### src/rtl/fgx_pkg.sv
package fgx_pkg;
  localparam int unsigned FGX_INSN_BYTES = 4;
  localparam int unsigned FGX_INSN_BITS  = 32;
endpackage

### src/rtl/fgx_slot.sv
module fgx_slot
  import fgx_pkg::*;
#(
  parameter int unsigned LINE_BYTES = 64,
  parameter int unsigned AW         = 32,
  parameter int unsigned K          = 0
) (
  input  logic [LINE_BYTES*8-1:0]                  line_data,
  input  logic [LINE_BYTES/FGX_INSN_BYTES-1:0]     line_is_ctrl,
  input  logic [AW-1:0]                            fetch_pc,
  output logic                                     in_line,
  output logic                                     ctrl,
  output logic [FGX_INSN_BITS-1:0]                 insn,
  output logic [AW-1:0]                            pc
);
  localparam int unsigned LINE_WORDS = LINE_BYTES / FGX_INSN_BYTES;
  localparam int unsigned OFFW       = $clog2(LINE_BYTES);
  localparam int unsigned WIDXW      = $clog2(LINE_WORDS);
  localparam int unsigned SUBW       = $clog2(FGX_INSN_BYTES);

  logic [WIDXW:0]   idx;
  logic [WIDXW-1:0] widx;

  // word index of this slot, one bit wider so running off the line is visible
  assign idx     = {1'b0, fetch_pc[OFFW-1:SUBW]} + (WIDXW+1)'(K);
  assign in_line = ~idx[WIDXW];
  assign widx    = idx[WIDXW-1:0];
  assign insn    = line_data[widx*FGX_INSN_BITS +: FGX_INSN_BITS];
  assign ctrl    = in_line & line_is_ctrl[widx];
  assign pc      = fetch_pc + AW'(K * FGX_INSN_BYTES);
endmodule

### src/rtl/fgx_top.sv
module fgx_top
  import fgx_pkg::*;
#(
  parameter int unsigned LINE_BYTES = 64,
  parameter int unsigned W          = 4,
  parameter int unsigned AW         = 32,
  parameter int unsigned SEQW       = 16,
  localparam int unsigned LINE_WORDS = LINE_BYTES / FGX_INSN_BYTES,
  localparam int unsigned CNTW       = $clog2(W + 1)
) (
  input  logic                          clk,
  input  logic                          rst_n,
  input  logic                          line_valid,
  input  logic [LINE_BYTES*8-1:0]       line_data,
  input  logic [LINE_WORDS-1:0]         line_is_ctrl,
  input  logic [AW-1:0]                 fetch_pc,
  output logic [AW-1:0]                 req_addr,
  output logic [W-1:0]                  bp_qry_valid,
  output logic [W*AW-1:0]               bp_qry_pc,
  input  logic [W-1:0]                  bp_taken,
  input  logic [W*AW-1:0]               bp_target,
  output logic                          grp_valid,
  output logic [CNTW-1:0]               grp_count,
  output logic [W-1:0]                  slot_valid,
  output logic [W*FGX_INSN_BITS-1:0]    slot_insn,
  output logic [W*AW-1:0]               slot_pc,
  output logic [W*SEQW-1:0]             slot_seq,
  output logic [W*AW-1:0]               slot_tgt,
  output logic [AW-1:0]                 pc_out,
  output logic [AW-1:0]                 npc_out
);
  localparam logic [AW-1:0] LINE_MASK = AW'(LINE_BYTES - 1);

  function automatic logic [AW-1:0] pc_after(input logic [AW-1:0] p);
    return p + AW'(FGX_INSN_BYTES);
  endfunction

  function automatic logic [AW-1:0] line_base(input logic [AW-1:0] p);
    return p & ~LINE_MASK;
  endfunction

  // named internal events
  logic [W-1:0]             in_line, ctrl, alive, taken;
  logic [AW-1:0]            pc_s   [W];
  logic [AW-1:0]            succ_s [W];
  logic [FGX_INSN_BITS-1:0] insn_s [W];
  logic [CNTW-1:0]          cnt;
  logic [AW-1:0]            nxt;
  logic [SEQW-1:0]          seq_ctr;

  assign req_addr = line_base(fetch_pc);

  for (genvar k = 0; k < W; k++) begin : g_slot
    fgx_slot #(.LINE_BYTES(LINE_BYTES), .AW(AW), .K(k)) u_slot (
      .line_data    (line_data),
      .line_is_ctrl (line_is_ctrl),
      .fetch_pc     (fetch_pc),
      .in_line      (in_line[k]),
      .ctrl         (ctrl[k]),
      .insn         (insn_s[k]),
      .pc           (pc_s[k])
    );
    assign bp_qry_pc[k*AW +: AW] = pc_s[k];
  end

  // chain: a slot survives if the previous one did, it is inside the line
  // and the previous slot did not end the group with a taken branch
  always_comb begin
    alive  = '0;
    taken  = '0;
    cnt    = '0;
    nxt    = fetch_pc;
    for (int k = 0; k < W; k++) begin
      if (k == 0) alive[k] = line_valid & in_line[k];
      else        alive[k] = alive[k-1] & in_line[k] & ~taken[k-1];
      taken[k]  = alive[k] & ctrl[k] & bp_taken[k];
      succ_s[k] = taken[k] ? bp_target[k*AW +: AW] : pc_after(pc_s[k]);
      if (alive[k]) begin
        cnt = cnt + CNTW'(1);
        nxt = succ_s[k];
      end
    end
    bp_qry_valid = alive & ctrl;
  end

  always_ff @(posedge clk) begin
    if (!rst_n) begin
      grp_valid  <= 1'b0;
      grp_count  <= '0;
      slot_valid <= '0;
      slot_insn  <= '0;
      slot_pc    <= '0;
      slot_seq   <= '0;
      slot_tgt   <= '0;
      pc_out     <= '0;
      npc_out    <= AW'(FGX_INSN_BYTES);
      seq_ctr    <= '0;
    end else if (line_valid) begin
      grp_valid  <= 1'b1;
      grp_count  <= cnt;
      slot_valid <= alive;
      for (int k = 0; k < W; k++) begin
        slot_insn[k*FGX_INSN_BITS +: FGX_INSN_BITS] <= insn_s[k];
        slot_pc[k*AW +: AW]                         <= pc_s[k];
        slot_seq[k*SEQW +: SEQW]                    <= seq_ctr + SEQW'(k);
        slot_tgt[k*AW +: AW]                        <= succ_s[k];
      end
      pc_out     <= nxt;
      npc_out    <= pc_after(nxt);
      seq_ctr    <= seq_ctr + SEQW'(cnt);
    end else begin
      grp_valid  <= 1'b0;
      grp_count  <= '0;
      slot_valid <= '0;
    end
  end

  // ---------------- assertions ----------------
  assert_count_ones_R4: assert property (@(posedge clk) disable iff (!rst_n)
    ($countones(slot_valid) == grp_count) && (grp_count <= CNTW'(W)));

  assert_npc_step_R8: assert property (@(posedge clk) disable iff (!rst_n)
    npc_out == pc_out + AW'(FGX_INSN_BYTES));

  assert_idle_hold_R9: assert property (@(posedge clk) disable iff (!rst_n)
    !line_valid |=> (!grp_valid && slot_valid == '0 && $stable(pc_out)));

  assert_query_in_group_R11: assert property (@(posedge clk) disable iff (!rst_n)
    (bp_qry_valid != '0) |-> line_valid);

  assert_first_slot_R2: assert property (@(posedge clk) disable iff (!rst_n)
    line_valid |=> slot_valid[0]);

  for (genvar k = 1; k < W; k++) begin : g_chk
    assert_seq_consec_R7: assert property (@(posedge clk) disable iff (!rst_n)
      slot_valid[k] |-> (slot_valid[k-1] &&
        slot_seq[k*SEQW +: SEQW] == slot_seq[(k-1)*SEQW +: SEQW] + SEQW'(1)));

    assert_pc_same_line_R3: assert property (@(posedge clk) disable iff (!rst_n)
      slot_valid[k] |-> (slot_pc[k*AW +: AW] == slot_pc[(k-1)*AW +: AW] + AW'(FGX_INSN_BYTES) &&
        line_base(slot_pc[k*AW +: AW]) == line_base(slot_pc[(k-1)*AW +: AW])));

    assert_taken_ends_R5: assert property (@(posedge clk) disable iff (!rst_n)
      slot_valid[k] |-> slot_tgt[(k-1)*AW +: AW] == slot_pc[k*AW +: AW]);
  end
endmodule

### config.mk
export PLATFORM = sky130hd
export DESIGN_NAME = fgx_top
export DESIGN_NICKNAME = d
export VERILOG_FILES = /design/src/rtl/fgx_pkg.sv /design/src/rtl/fgx_slot.sv /design/src/rtl/fgx_top.sv
export SDC_FILE = /design/constraint.sdc
export NUM_CORES = 2
export LEC_CHECK = 0
export CAP_MARGIN = 40
export CORE_AREA = 2 2 541 543
export CTS_BUF_LIST = sky130_fd_sc_hd__clkbuf_4 sky130_fd_sc_hd__clkbuf_8
export CTS_CLUSTER_DIAMETER = 150
export DETAILED_ROUTE_END_ITERATION = 8
export DIE_AREA = 0 0 543 545
export PLACE_DENSITY_LB_ADDON = 0.15
export SLEW_MARGIN = 20
export SYNTH_ARGS = -nofsm -noshare
export SYNTH_HDL_FRONTEND = slang
export SYNTH_SLANG_ARGS = --single-unit
### constraint.sdc
create_clock -name clk -period 14.6 [get_ports clk]
set_clock_uncertainty 0.05 [all_clocks]
set_input_delay 1.46 -clock clk [delete_from_list [all_inputs] [get_ports clk]]
set_output_delay 1.46 -clock clk [all_outputs]
set_load 0.005 [all_outputs]
==> flow_summary_export.csv <==
group,metric,value,unit
power,cellLeakagePower,22.5,nW
clock_tree,clkLatencyLatePin,1.02,ns
sta,finalCritPeriodShare,58.4,%
clock_tree,cts.sinks,523,
worst_setup_path,critPathArrivalTime,7.01,ns
yosys,ys_seq_area_share,24.7,%
worst_setup_path,cp_slowest_cell,"clkdlybuf4s50_1",
flow_run,cap_violations,0,
global_route,first_global_vias,45700,
yosys,syn_inst,4591,
global_route,busiest_layer,"met2",
global_route,grtUsageMet1,25.7,%
detailed_routing,remaining_drc_errors,0,
sta,finalSetupViolCount,0,
sta,holdWs,0.414,ns
sta,tns,0,ns
final_layout,fill_cells,31700,
floorplan,die_area,296000,sq um
worst_setup_path,end_kind,"primary output",
sta,hold_viol,0,
power,p_seq_share,27.9,%
final_layout,layout-drive-gt1-share,17.0,%
placed_design,gp_congestion,0.938,
global_route,grt_pass1_wl,468000,um
yosys,synth.avg_cell_area,9.21,sq um
clock_tree,clockBufferDepth,4,
final_layout,fin_nets,6459,
run_status,status,"finished, final reports clean",
placed_design,port_buffers,1372,
yosys,synth_cell_types,97,
global_route,grt_use_met2,42.5,%
yosys,synth_seq_cells,523,
worst_setup_path,path_buf_inv,6,
clock_tree,root_buffer,"clkbuf_8",
worst_setup_path,start_kind,"input pin",
worst_setup_path,crit_chain,"buf_6, inv_4, ha_4, buf_4, mux4_2, and3_1, o41ai_2, buf_4, nand2_1, nor4_2, buf_4, and2_1, clkdlybuf4s50_1",
power,p_sw_share,37.0,%
yosys,async_flop_share,0,%
sta,fin_crit,8.52,ns
power,clkPwrFrac,36.3,%
yosys,synth_edf_count,0,
detailed_routing,wl_per_cell,37.2,um
power,power,5.90,mW
min_path,hold_path_class,"reg2reg",
final_layout,finalNonFillerCells,9810,
detailed_routing,firstDrtPassIters,7,
sta,max_freq,117,MHz
yosys,synthFlopType,"dfxtp_1",
clock_tree,clk_pin_slew_worst_paths,0.05,ns
final_layout,synthToLayoutAreaGrowth,50.4,%
power,power_density,92.6,nW/um^2
yosys,syn_area,42300,sq um
power,p_comb_share,35.8,%
worst_setup_path,cpMostUsedCell,"buf_4",
detailed_routing,wl,365000,um
detailed_routing,vias,46400,
floorplan,rows,198,
clock_tree,cts_resized,0,
clock_tree,cts_buffers,124,
worst_setup_path,crit_required,13.09,ns
global_route,use_met3,6.68,%
floorplan,ioPinCount,1379,
clock_tree,holdBufCountCts,0,
worst_setup_path,cpPeakStageDelay,0.79,ns
global_route,antenna_found_initial,182,
global_route,grt_max_degree,105,
sta,tightestPinTransition,0.960,ns
floorplan,start_util,14.6,%
yosys,yosysWarnings,0,
sta,drv_slew,0,
floorplan,core_area,290000,sq um
floorplan,die_w,543,um
detailed_routing,drtIter0Drc,3992,
worst_setup_path,cpLargestDelayFamily,"buffers and inverters",
placed_design,dpl.hpwl,297000,um
sta,maxSlewHeadroom,35.8,%
sta,rsz0062_at_grt,"no",
clock_tree,cts_setup_buffers,0,
detailed_routing,final_antenna_net_count,0,
floorplan,die_h,545,um
clock_tree,h-tree-depth,3,
power,p_int,3.72,mW
power,p_switching,2.18,mW
global_route,grt_use_total,23.7,%
power,ir_worst_vdd,0.0665,mV
worst_setup_path,worst-setup-path-type,"in2out",
global_route,grt_overflow,0,
placed_design,dpl.cell_count,9507,
clock_tree,tritoncts,"built",
worst_setup_path,critPathMaxFanout,38,
detailed_routing,avgViaCountPerCell,4.73,
## worst reg2reg max path, delay by kind of cell (launching register included)
kind | cells | cell delay [ns]
flip-flops | 1 | 0.75
AO/OA/AOI/OAI | 1 | 0.13
adder cells (fa/ha/maj) | 1 | 0.38
AND/OR/NAND/NOR | 5 | 1.52
## worst paths after layout
check                                to  depth (start not counted)  slack [ns]                       start
max                     bp_qry_valid[3]                         13        6.08                 fetch_pc[3]
min          slot_tgt[102]$_SDFFE_PN0P_                          2        0.41  slot_tgt[102]$_SDFFE_PN0P_
max reg2reg   slot_seq[31]$_SDFFE_PN0P_                          7       11.66     seq_ctr[2]$_SDFFE_PN0P_
min reg2reg  slot_tgt[102]$_SDFFE_PN0P_                          2        0.41  slot_tgt[102]$_SDFFE_PN0P_
## cell type report
cell class                      instances  area, sq um  share of cell area (%)
Multi-Input combinational cell       3429        29200                    45.9
Timing Repair Buffer                 1561        15600                    24.5
Sequential cell                       523        10500                    16.5
Tap cell                             3900         4880                    7.67
Clock buffer                          183         2360                    3.70
Clock inverter                         38          495                   0.779
Inverter                              107          435                   0.684
Antenna cell                           69          173                   0.271
## Yosys cell counts, types with 11 or more instances
master / instances / area, sq um
a311oi_1: 46 / 403
mux2i_1: 340 / 3400
a221oi_1: 18 / 158
or3_1: 30 / 188
buf_1: 100 / 375
o22ai_1: 34 / 213
or2_2: 12 / 75.1
and4_1: 18 / 158
and3_1: 51 / 319
nand3_1: 96 / 480
nor4_1: 35 / 219
nand2_1: 428 / 1610
a31oi_1: 19 / 119
and2_1: 39 / 244
mux4_2: 488 / 11000
inv_1: 102 / 383
clkbuf_1: 319 / 1200
o31ai_1: 15 / 113
xnor2_1: 124 / 1090
nor2_1: 606 / 2270
xor2_1: 31 / 272
o221ai_1: 11 / 96.3
a21oi_1: 266 / 1330
o211a_1: 11 / 110
a211o_1: 11 / 96.3
or4_1: 26 / 195
ha_1: 17 / 213
buf_2: 26 / 130
buf_4: 89 / 668
nand4_1: 39 / 244
a211oi_1: 178 / 1340
nor3_1: 93 / 465
o211ai_1: 42 / 315
dfxtp_1: 523 / 10500
o21ai_0: 118 / 591
## sequential cells by signal, indices dropped and copies added, names as in the netlist, 3 cells and up
name	count
grp_count	3
npc_out	30
pc_out	32
seq_ctr	16
slot_insn	128
slot_pc	120
slot_seq	62
slot_tgt	128
slot_valid	3
## power groups by stage
stage / Combinational, mW / Sequential [mW] / Clock [mW]
final: 2.11 / 1.65 / 2.14
after global routing: 2.22 / 1.66 / 2.28
after CTS: 2.13 / 1.65 / 2.24
after detailed placement: 2.12 / 1.68 / 0
after global placement: 2.10 / 1.68 / 0
after floorplan: 0.941 / 1.64 / 0
## stage by stage
step | instance area, sq um | utilization (%) | setup WS (ns)
2_1_floorplan | 42300 | - | 6.89
3_3_place_gp | 59800 | 20.6 | 5.45
3_5_place_dp | 60400 | 20.8 | 5.77
4_1_cts | 63200 | 21.8 | 6.00
5_1_grt | 63500 | 21.9 | 5.95
6_report | 63600 | 21.9 | 6.08
## routing by layer
layer	vias up	part of all wire [%]
met5	-	0.21
li1	19700	-
met2	2408	50
met1	23500	36
met4	112	5.1
met3	656	8.1
## logic make-up after synthesis
kind of cell | count (synthesis) | share of synthesized area [%]
fa+ha+maj | 19 | 0.574
other cells | 1 | 0.00886
xor+xnor | 157 | 3.29
simple gates | 1537 | 16.7
mux | 837 | 34.3
buf+inv | 644 | 6.63
compound gates | 873 | 13.7
flops | 523 | 24.7
## layout by cell type (no fill, tap or decap), types with 154 or more instances in the layout
| master | netlist | routed |
|---|---|---|
| a211oi_1 | 178 | 178 |
| a21oi_1 | 266 | 265 |
| buf_4 | 89 | 154 |
| clkbuf_8 | 0 | 158 |
| clkdlybuf4s50_1 | 0 | 1366 |
| dfxtp_1 | 523 | 523 |
| mux2i_1 | 340 | 340 |
| mux4_2 | 488 | 488 |
| nand2_1 | 428 | 425 |
| nor2_1 | 606 | 604 |
(Power assumes the default switching activity.)
